**src/rtl/rps_pkg.sv**
```systemverilog
package rps_pkg;

    localparam int TIME_SHORT_W = 16;
    localparam int TIME_LONG_W  = 32;
    localparam int MODE_W       = 8;
    localparam int PHASE_W      = 3;

    // register addresses
    localparam int RA_MODE = 0;
    localparam int RA_ON   = 1;
    localparam int RA_SW   = 2;
    localparam int RA_LOOK = 3;
    localparam int RA_IDLE = 4;

    typedef enum logic [PHASE_W-1:0] {
        PH_OFF  = 3'd0,
        PH_ON   = 3'd1,
        PH_SW   = 3'd2,
        PH_LOOK = 3'd3,
        PH_IDLE = 3'd4
    } phase_e;

    typedef struct packed {
        logic       debug;
        logic [4:0] spare;
        logic       side;
        logic       hold;
    } mode_t;

    typedef struct packed {
        logic [TIME_SHORT_W-1:0] on_len;
        logic [TIME_SHORT_W-1:0] sw_len;
        logic [TIME_SHORT_W-1:0] look_len;
        logic [TIME_LONG_W-1:0]  idle_len;
    } intervals_t;

    localparam mode_t MODE_RESET = '{debug: 1'b0, spare: 5'd0, side: 1'b0, hold: 1'b1};

    function automatic phase_e phase_succ(input phase_e p);
        case (p)
            PH_ON:   return PH_SW;
            PH_SW:   return PH_LOOK;
            PH_LOOK: return PH_IDLE;
            default: return PH_ON;
        endcase
    endfunction

    function automatic logic [TIME_LONG_W-1:0] widen(input logic [TIME_SHORT_W-1:0] v);
        return {{(TIME_LONG_W-TIME_SHORT_W){1'b0}}, v};
    endfunction

    function automatic logic [TIME_LONG_W-1:0] interval_for(input intervals_t iv, input phase_e p);
        case (p)
            PH_ON:   return widen(iv.on_len);
            PH_SW:   return widen(iv.sw_len);
            PH_LOOK: return widen(iv.look_len);
            default: return iv.idle_len;
        endcase
    endfunction

endpackage

```
**src/rtl/rps_regfile.sv**
```systemverilog
module rps_regfile
    import rps_pkg::*;
#(
    parameter int ADDR_W = 3
) (
    input  logic                   clk,
    input  logic                   rst,
    input  logic                   wr_en,
    input  logic [ADDR_W-1:0]      wr_addr,
    input  logic [TIME_LONG_W-1:0] wr_data,
    output mode_t                  mode_q,
    output intervals_t             stage_q
);

    localparam logic [ADDR_W-1:0] A_MODE = ADDR_W'(RA_MODE);
    localparam logic [ADDR_W-1:0] A_ON   = ADDR_W'(RA_ON);
    localparam logic [ADDR_W-1:0] A_SW   = ADDR_W'(RA_SW);
    localparam logic [ADDR_W-1:0] A_LOOK = ADDR_W'(RA_LOOK);
    localparam logic [ADDR_W-1:0] A_IDLE = ADDR_W'(RA_IDLE);

    always_ff @(posedge clk) begin
        if (rst) begin
            mode_q  <= MODE_RESET;
            stage_q <= '0;
        end else if (wr_en) begin
            case (wr_addr)
                A_MODE:  mode_q           <= mode_t'(wr_data[MODE_W-1:0]);
                A_ON:    stage_q.on_len   <= wr_data[TIME_SHORT_W-1:0];
                A_SW:    stage_q.sw_len   <= wr_data[TIME_SHORT_W-1:0];
                A_LOOK:  stage_q.look_len <= wr_data[TIME_SHORT_W-1:0];
                A_IDLE:  stage_q.idle_len <= wr_data;
                default: ;
            endcase
        end
    end

endmodule

```
**src/rtl/rps_frame_ctrl.sv**
```systemverilog
module rps_frame_ctrl
    import rps_pkg::*;
(
    input  logic       clk,
    input  logic       rst,
    input  logic       hold,
    input  intervals_t stage_q,
    output phase_e     phase_q,
    output logic       start_q
);

    intervals_t             active_q;
    logic [TIME_LONG_W-1:0] cnt_q;
    logic [TIME_LONG_W-1:0] limit;
    logic                   phase_done;

    always_comb begin
        limit      = interval_for(active_q, phase_q);
        phase_done = (cnt_q == limit);
    end

    always_ff @(posedge clk) begin
        if (rst) begin
            phase_q  <= PH_OFF;
            cnt_q    <= '0;
            start_q  <= 1'b0;
            active_q <= '0;
        end else if (hold) begin
            phase_q <= PH_OFF;
            cnt_q   <= '0;
            start_q <= 1'b0;
        end else begin
            start_q <= 1'b0;
            if (phase_q == PH_OFF) begin
                phase_q  <= PH_ON;
                cnt_q    <= '0;
                active_q <= stage_q;
                start_q  <= 1'b1;
            end else if (phase_done) begin
                phase_q <= phase_succ(phase_q);
                cnt_q   <= '0;
                if (phase_q == PH_IDLE) begin
                    active_q <= stage_q;
                    start_q  <= 1'b1;
                end
            end else begin
                cnt_q <= cnt_q + 1'b1;
            end
        end
    end

endmodule

```
**src/rtl/rps_out_decode.sv**
```systemverilog
module rps_out_decode
    import rps_pkg::*;
(
    input  phase_e             phase_q,
    input  logic               start_q,
    input  mode_t              mode_q,
    output logic               tx_en,
    output logic               tx_side,
    output logic               rx_window,
    output logic               pulse_start,
    output logic [PHASE_W-1:0] dbg_phase,
    output logic [MODE_W-1:0]  mode_rd
);

    always_comb begin
        tx_en       = (phase_q == PH_ON);
        rx_window   = (phase_q == PH_LOOK);
        pulse_start = start_q;
        tx_side     = mode_q.side;
        dbg_phase   = mode_q.debug ? phase_q : '0;
        mode_rd     = mode_q;
    end

endmodule

```
**src/rtl/radar_pulse_sequencer.sv**
```systemverilog
module radar_pulse_sequencer
    import rps_pkg::*;
#(
    parameter int ADDR_W = 3
) (
    input  logic                   clk,
    input  logic                   rst,
    input  logic                   wr_en,
    input  logic [ADDR_W-1:0]      wr_addr,
    input  logic [TIME_LONG_W-1:0] wr_data,
    output logic                   tx_en,
    output logic                   tx_side,
    output logic                   rx_window,
    output logic                   pulse_start,
    output logic [PHASE_W-1:0]     dbg_phase,
    output logic [MODE_W-1:0]      mode_rd
);

    mode_t      mode_q;
    intervals_t stage_q;
    phase_e     phase_q;
    logic       start_q;

    rps_regfile #(.ADDR_W(ADDR_W)) u_regs (
        .clk     (clk),
        .rst     (rst),
        .wr_en   (wr_en),
        .wr_addr (wr_addr),
        .wr_data (wr_data),
        .mode_q  (mode_q),
        .stage_q (stage_q)
    );

    rps_frame_ctrl u_ctrl (
        .clk     (clk),
        .rst     (rst),
        .hold    (mode_q.hold),
        .stage_q (stage_q),
        .phase_q (phase_q),
        .start_q (start_q)
    );

    rps_out_decode u_out (
        .phase_q     (phase_q),
        .start_q     (start_q),
        .mode_q      (mode_q),
        .tx_en       (tx_en),
        .tx_side     (tx_side),
        .rx_window   (rx_window),
        .pulse_start (pulse_start),
        .dbg_phase   (dbg_phase),
        .mode_rd     (mode_rd)
    );

endmodule

```
**config.mk**
```make
export PLATFORM = sky130hd
export DESIGN_NAME = radar_pulse_sequencer
export DESIGN_NICKNAME = d
export VERILOG_FILES = /design/src/rtl/rps_pkg.sv /design/src/rtl/rps_regfile.sv /design/src/rtl/rps_frame_ctrl.sv /design/src/rtl/rps_out_decode.sv /design/src/rtl/radar_pulse_sequencer.sv
export SDC_FILE = /design/constraint.sdc
export NUM_CORES = 1
export LEC_CHECK = 0
export ABC_AREA = 1
export BUFFER_PORTS_ARGS = -buffer_cell sky130_fd_sc_hd__buf_2
export CAP_MARGIN = 20
export CORE_MARGIN = 3
export CORE_UTILIZATION = 50
export CTS_CLUSTER_SIZE = 20
export DETAILED_ROUTE_END_ITERATION = 10
export PLACE_DENSITY = 0.67
export SKIP_LAST_GASP = 1
export SLEW_MARGIN = 5
export SYNTH_ARGS = -nofsm -noshare
export SYNTH_HDL_FRONTEND = slang
export SYNTH_SLANG_ARGS = --single-unit
export TNS_END_PERCENT = 100
```
**constraint.sdc**
```tcl
create_clock -name clk -period 3.05 [get_ports clk]
set_clock_uncertainty 0.05 [all_clocks]
set_input_delay 0.1525 -clock clk [delete_from_list [all_inputs] [get_ports clk]]
set_output_delay 0.1525 -clock clk [all_outputs]
set_load 0.02 [all_outputs]
```
==> results list, run 1 <==
- Outcome: finished, final reports clean
- Setup violations remaining at the end of the flow were counted as 0.
- Clock buffers created by TritonCTS: 22
* Cell chain of the critical path: inv_1 > nand2_1 > nand2_1 > buf_12 > nand2_1 > xor2_1 > nor2_1 > nand4_1 > nor2_1 > nand3_2 > nand2_4 > buf_12 > nand3_1 > nand2_1 > nor2_1
- In this run the tightest slew margin relative to its limit is 37.9%.
- Max stage delay cell, worst path: dfxtp_1
- Highest achievable clock rate: 364 MHz
- Final layout net count: 1447
- Number of buffers inserted by port buffering: 52
* Die outline width: 142 um
- Data arrives at the worst endpoint at 3.09 ns.
* Power per cell area: 539 nW/um2
- The initialized floorplan defines 49 standard-cell rows.
* Max-Cap Viols: 0
* Die ar.: 20200 um2
* Starting DRT DRC Count: 662
- The worst register-to-register path has a setup slack of 0.31 ns.
- Initial Util: 51.3%
- Antenna viol nets, final: 0
* Largest net degree at the start of global routing: 117
- Number of antenna repair diodes: 0
- Initial antenna violation count: 0
- Clk pin slew, worst setup/hold paths: 0.06 ns
* Final Hold Viols: 0
- Worst Path Class, Setup: flip-flop to flip-flop
* Number of synthesized register bits: 204
- Final Cycle Share: 90.0%
* Number of global-route vias before repair: 7570
- Share of final-layout standard cells stronger than drive strength 1: 8.73%
- Clk_lat worst skew: 0.52 ns
* Net count of the mapped netlist: 1392
* Number of placed I/O pins: 53
- From synthesis to final layout, the design area changed by 16.1%.
* Pin slew with the least headroom to its limit: 0.931 ns
- Setup repair after global routing left no endpoint under its margin.
- Aggregate routed wire length: 24700 um
- Counting every instance in the synthesized netlist gives 1353.
- The cell that appears most often on the critical path is nand2_1.
- DRT Pass-1 Iters: 5
- Largest incremental delay on the critical path: 0.33 ns
* Root buf cell: clkbuf_16
- Global routing finished with a remaining overflow of 0.
- In the routed design, unresolved DRC markers number 0.
- In the routed layout, each cell is associated on average with a via count of 5.19.
- CTS sink count: 204
- HPWL after detailed placement: 17000 um
- Library cell with the largest summed area after synthesis: dfxtp_1
- Routability cong.: 0.916
- The routed design could run at a clock period as short as 2.74 ns.
- First-pass GRT wire length: 40100 um
- The clock passes through at most 3 buffers.
- Critical Path End Type: flip-flop
- Post-synth top area share: 44.0%
- The kind of cell with the highest combined delay along the critical path is simple AND/OR/NAND/NOR gates.
- In this run the static leakage power is 4.34 nW.
- Filler cell count in the final layout: 1629
- CTS built an H-tree with a depth of 1.
- TritonCTS built the clock tree.
* Total of warnings raised by yosys: 0
* GRT Resource Usage Total: 24.2%
* Detailed-route via count: 8565
* Crit-path max FO: 56
- Summing the sequential cell areas from Yosys gives 44.0% of the chip area.
- Across the VDD grid, the largest voltage drop is 473 uV.
- Setup total negative slack on the finished layout was measured at 0 ns.
- Area of the mapped netlist: 9290 um2
- Per-instance average area after synthesis: 6.86 um2
- Die Y: 142 um
- The final max-slew violation count was 0.
* Detail-routed net length per standard cell: 15.0 um
- Setup slack at placement: 0.213 ns
- Buffer and inverter count on the worst path: 3
- Path type of the worst min-delay path: input port to flip-flop
- Worst endpoint required time: 3.40 ns
* Startpoint kind of the worst setup timing path: flip-flop
- Once routing completed, OpenROAD measured the worst setup slack at 0.306 ns.
- Yosys mapped the design onto 33 distinct sky130hd cell types.
- The floorplan step defined a core boundary enclosing 18100 um2.
- Yosys attributes the largest share of cell area to dfxtp_1 44%, nand2_1 9.8%, a21oi_1 9.4%, nand3_1 7.9%, nor2_1 6.8%.
[synthesized netlist by cell type, drive strengths merged]
cell	count
nor3b	6
or2	10
and3	1
buf	32
dfxtp	204
o21ai	99
a211oi	1
nand2	244
nor3	22
a21oi	174
nand3b	4
nor2	170
nand4	19
inv	147
xor2	14
clkinv	1
nand3	148
o31ai	1
nor4	4
o211ai	1
clkbuf	50
ha	1
[timing repair]
item                       CTS  global route
hold endpoints to repair    88             0
setup buffers                0             3
setup endpoints to repair    0           110
gates resized for setup      0             3
hold buffers                33             0
[final cells by class]
type / count / area (um2) / area share, %
inverters: 148 / 558 / 5.18
repair buffers: 113 / 901 / 8.36
multi-input cells: 919 / 4260 / 39.5
well taps: 229 / 287 / 2.66
flip-flops and latches: 204 / 4090 / 37.9
clock buffers: 32 / 638 / 5.92
clock inverters: 5 / 52.6 / 0.488
[per-stage QoR]
stage | hold slack (ns) | cells | utilization, % | area (um2) | power (mW)
2_1_floorplan | 0.174 | 1353 | - | 9290 | 3.15
3_5_place_dp | 0.355 | 1577 | 53.8 | 9730 | 3.29
3_3_place_gp | 0.350 | 1577 | 53.8 | 9730 | 3.28
5_1_grt | 0.190 | 1650 | 59.6 | 10800 | 6.03
4_1_cts | 0.0835 | 1647 | 59.4 | 10700 | 5.85
6_report | 0.0984 | 1650 | 59.6 | 10800 | 5.80
[worst reg2reg max path: cells and delay by family, from the launching register on]
kind	cells	cell delay, ns
and+or+nand+nor	11	1.49
buffers and inverters	3	0.62
xor gates and xnor gates	1	0.14
DFF	1	0.33
[where the power goes]
| part | total, mW | leakage [nW] | internal [mW] | switching (mW) |
|---|---|---|---|---|
| clock | 2.53 | 0.336 | 1.46 | 1.08 |
| combinational | 0.470 | 2.35 | 0.188 | 0.282 |
| sequential | 2.80 | 1.66 | 2.75 | 0.0489 |
[sequential cells by signal, summed over array words and instances, names as in the netlist]
signal	flops
u_ctrl.active_q	80
u_ctrl.cnt_q	32
u_ctrl.phase_q	3
u_ctrl.start_q	1
u_regs.mode_q	8
u_regs.stage_q	80
[path summary, 6_finish.rpt]
path	start	to	depth (start not counted)
max	u_ctrl.phase_q[0]	u_ctrl.active_q[70]	15
min	wr_addr[1]	u_regs.mode_q[0]	6
max reg2reg	u_ctrl.phase_q[0]	u_ctrl.active_q[70]	15
min reg2reg	u_regs.stage_q[79]	u_regs.stage_q[79]	2
[logic make-up (layout without fill, tap and decap cells)]
kind of cell | after synthesis | count (layout) | synth area share [%]
adder cells (fa/ha/maj) | 1 | 1 | 0.135
buffers and inverters | 230 | 298 | 10.3
flip-flops | 204 | 204 | 44.0
AND/OR/NAND/NOR | 628 | 628 | 29.3
AO/OA/AOI/OAI | 276 | 276 | 15.0
XOR/XNOR | 14 | 14 | 1.32
[metal layers]
layer / share of wire, % / routed length [um] / track usage (%)
met5: 0 / 0 / 0
met4: 1.6 / 397 / 4.39
met3: 5.5 / 1350 / 3.43
met2: 41 / 10000 / 33.1
met1: 52 / 12900 / 40.0
[placed cells by master (no fill, tap or decap), types with 2 or more instances in the layout]
cell	Yosys	routed
buf_2	18	52
buf_12	0	8
dfxtp_1	204	203
clkinv_2	0	3
a21oi_1	174	174
inv_2	2	2
nor2_1	167	166
nand2_1	243	242
xor2_1	14	14
nor3b_1	6	6
clkbuf_1	50	5
nand3b_1	4	4
o21ai_1	3	3
clkbuf_8	0	5
dlygate4sd3_1	0	33
nor4_1	4	4
nor3_1	22	22
nor2_4	1	3
buf_4	2	20
o21ai_0	96	96
clkbuf_16	0	22
inv_1	145	144
or2_1	8	8
nand4_1	19	19
nand3_1	147	147
Note: power is estimated with default switching activity, not from simulation.
==> run 2, diff against run 1 <==
--- a/config.mk
+++ b/config.mk
@@ -12,7 +12,7 @@
 export CORE_UTILIZATION = 50
 export CTS_CLUSTER_SIZE = 20
 export DETAILED_ROUTE_END_ITERATION = 10
-export PLACE_DENSITY = 0.67
+export PLACE_DENSITY_LB_ADDON = 0.08
 export SKIP_LAST_GASP = 1
 export SLEW_MARGIN = 5
 export SYNTH_ARGS = -nofsm -noshare
==> results list, run 2 (synthesis results as in run 1) <==
- Clk_lat worst skew: 0.53 ns (was 0.52 ns)
- The post-CTS repair timing setup buffer count came to 0 (unchanged).
* Reg-to-reg critical path endpoint: u_ctrl.active_q[38] (was u_ctrl.active_q[70])
- Detailed-route DRC error count: 0 (unchanged)
- The clock root buffer is clkbuf_16 (unchanged).
* Synthesis-to-finish area growth: 16.8% (was 16.1%)
- The floorplan die height is 142 um (unchanged).
- Clk pin slew, worst setup/hold paths: 0.06 ns (about the same)
- The antenna diode count came to 0 (unchanged).
- Clock buffers created by TritonCTS: 22 (unchanged)
- Origin of the critical flop-to-flop path: u_ctrl.phase_q[2] (was u_ctrl.phase_q[0])
- The CTS tree is yes (unchanged).
- The area of the die came to 20200 um2 (unchanged).
- Worst EP arrival: 3.11 ns (was 3.09 ns)
- Outcome: finished, final reports clean (unchanged).
- The leftover overflow at the end of global routing was 0 (unchanged).
- Final Slew Violations: 0 (unchanged)
* Setup slack of the most critical reg-to-reg path: 0.30 ns (was 0.31 ns)
* Filler cell count in the final layout: 1716 (was 1629)
* Max stage delay cell, worst path: dfxtp_1 (unchanged)
* Number of buffers inserted by port buffering: 52 (unchanged)
* Most numerous cell on the critical path: nand2_1 (unchanged)
* Most common library cell in the layout ignoring fill and taps: nand2_1 (unchanged)
- The placement row count is 49 (unchanged).
- The largest incremental delay on the critical path is 0.32 ns (was 0.33 ns).
- Critical Path End Type: flip-flop (unchanged)
* Highest achievable clock rate: 364 MHz (about the same)
* Aggregate negative setup slack: 0 ns (unchanged)
- Post-layout instance area: 10800 um2 (about the same)
* Setup repair after global routing missed its margin: no (unchanged)
- Share of final-layout standard cells stronger than drive strength 1: 8.85% (was 8.73%)
* Tightest slew margin relative to the limit: 37.6% (was 37.9%)
- The number of max-cap violations is 0 (unchanged).
- Routability cong.: 0.936 (was 0.916)
* Final min period: 2.75 ns (was 2.74 ns)
* Setup crit start: u_ctrl.phase_q[2] (was u_ctrl.phase_q[0])
* CTS sink count: 204 (unchanged)
- The leakage power was 4.38 nW (was 4.34 nW).
* Max rail drop VDD: 471 uV (was 473 uV)
* Die outline width: 142 um (unchanged)
* Routed via count divided by cell count: 5.24 (was 5.19)
- The number of H-tree levels was 1 (unchanged).
- The number of cells on the worst reg-to-reg path was 18 (was 15).
- Cell chain of the critical path: inv_2 > nand2_1 > buf_4 > nor2_4 > nand2_1 > nand3_1 > nand2_1 > nand2_1 > nand2_1 > nor2_1 > nand2_1 > nor2_2 > nand3_2 > nand2_4 > buf_16 > nand3_1 > nand2_1 > nor2_1 (was inv_1 > nand2_1 > nand2_1 > buf_12 > nand2_1 > xor2_1 > nor2_1 > nand4_1 > nor2_1 > nand3_2 > nand2_4 > buf_12 > nand3_1 > nand2_1 > nor2_1)
- GRT Resource Usage Total: 24.6% (was 24.2%)
- The number of global-route vias before repair came to 7589 (was 7570).
- The wire length of the first global-routing pass is 40700 um (was 40100 um).
* Final layout net count: 1448 (was 1447)
* Crit-path max FO: 52 (was 56)
- The share of the clock period used by the worst path after layout came to 90.1% (was 90.0%).
* Largest net degree at the start of global routing: 86 (was 117)
- Number of placed I/O pins: 53 (unchanged)
- The placed cell area was 9740 um2 (was 9730 um2).
* Path type of the worst min-delay path: input port to flip-flop (unchanged)
- The overall power consumption is 5.96 mW (was 5.80 mW).
- Final Hold Viols: 0 (unchanged)
- Largest registers: u_ctrl.active_q x80, u_regs.stage_q x80, u_ctrl.cnt_q x32 (unchanged).
* Pin slew with the least headroom to its limit: 0.934 ns (was 0.931 ns)
- Initial Util: 51.3% (unchanged)
- The residual antenna-violating net count after detailed routing came to 0 (unchanged).
- Worst setup endpoint: u_ctrl.active_q[38] (was u_ctrl.active_q[70])
- Detailed-route via count: 8660 (was 8565)
* Detail-routed net length per standard cell: 15.4 um (was 15.0 um)
- Worst endpoint required time: 3.41 ns (was 3.40 ns)
- The category of the worst setup path launch point was a flip-flop (unchanged).
* Util after Layout: 60.0% (was 59.6%)
- The total wire length after detailed routing came to 25400 um (was 24700 um).
- The violation count after the first detailed-route iteration was 753 (was 662).
- The floorplan core area was 18100 um2 (unchanged).
* Leading cell types in the layout, fill and taps excluded: 243 x nand2_1, 203 x dfxtp_1, 174 x a21oi_1 (was 242 x nand2_1, 203 x dfxtp_1, 174 x a21oi_1)
- Worst Path Class, Setup: flip-flop to flip-flop (unchanged)
* DRT Pass-1 Iters: 5 (unchanged)
- The worst-case clock buffer depth came to 3 (unchanged).
- Power per cell area: 549 nW/um2 (was 539 nW/um2)
- The number of antenna violations at the first check in global routing was 0 (unchanged).
- The half-perimeter wire length of the detailed placement result came to 17300 um (was 17000 um).
- The number of failing setup endpoints in the final timing report is 0 (unchanged).
## run 2: power by group
group / total (mW) / leakage (nW) / internal, mW / switching [mW]
Combinational: 0.477 / 2.36 / 0.193 / 0.284
Clock: 2.68 / 0.361 / 1.59 / 1.09
Sequential: 2.80 / 1.66 / 2.75 / 0.0465
Total: 5.96 / 4.38 / 4.54 / 1.42
## run 2: per-stage QoR
| step | hold WS [ns] | instances | worst slack (ns) |
|---|---|---|---|
| 2_1_floorplan | 0.174 | 1353 | 0.637 |
| 3_3_place_gp | 0.349 | 1580 | 0.171 |
| 3_5_place_dp | 0.353 | 1580 | 0.165 |
| 4_1_cts | 0.0836 | 1651 | 0.151 |
| 5_1_grt | 0.145 | 1652 | 0.0314 |
| 6_report | 0.104 | 1652 | 0.302 |
## run 2: repair_timing
action | 4_1_cts | 5_1_grt
endpoints found under the hold margin | 91 | 0
hold buffers | 33 | 0
endpoints found under the setup margin | 0 | 80
resized for setup | 0 | 5
## run 2: metal layers
layer | share of wire [%] | global-route usage (%) | vias to the layer above
met5 | 0 | 0 | -
met3 | 4.9 | 3.33 | 36
li1 | - | - | 4510
met1 | 52 | 39.9 | 3912
met4 | 2.4 | 6.11 | 0
met2 | 41 | 34.1 | 202
## run 2: how the worst min path moves through the flow
stage,startpoint,cells past startpoint,to
global route,wr_addr[1],6,u_regs.mode_q[0]
detailed placement,rst,2,u_ctrl.start_q
CTS,wr_addr[1],6,u_regs.mode_q[0]
floorplan,rst,1,u_ctrl.start_q
finish,wr_addr[1],6,u_regs.mode_q[0]
global placement,rst,2,u_ctrl.start_q
## run 2: final cells by class
type                       instances  area [um2]  share of cell area [%]
sequential                       204        4090                    37.7
multi-input combinational        919        4250                    39.2
timing repair buffer             114         932                    8.59
tap                              229         287                    2.64
inverter                         148         558                    5.14
clock inverter                     4        70.1                   0.646
clock buffer                      34         666                    6.14
## run 2: worst max-delay path: cells and delay by family (launching register included)
kind                   cells  cell delay [ns]
buffers and inverters      3             0.57
DFF                        1             0.32
and+or+nand+nor           15             1.66
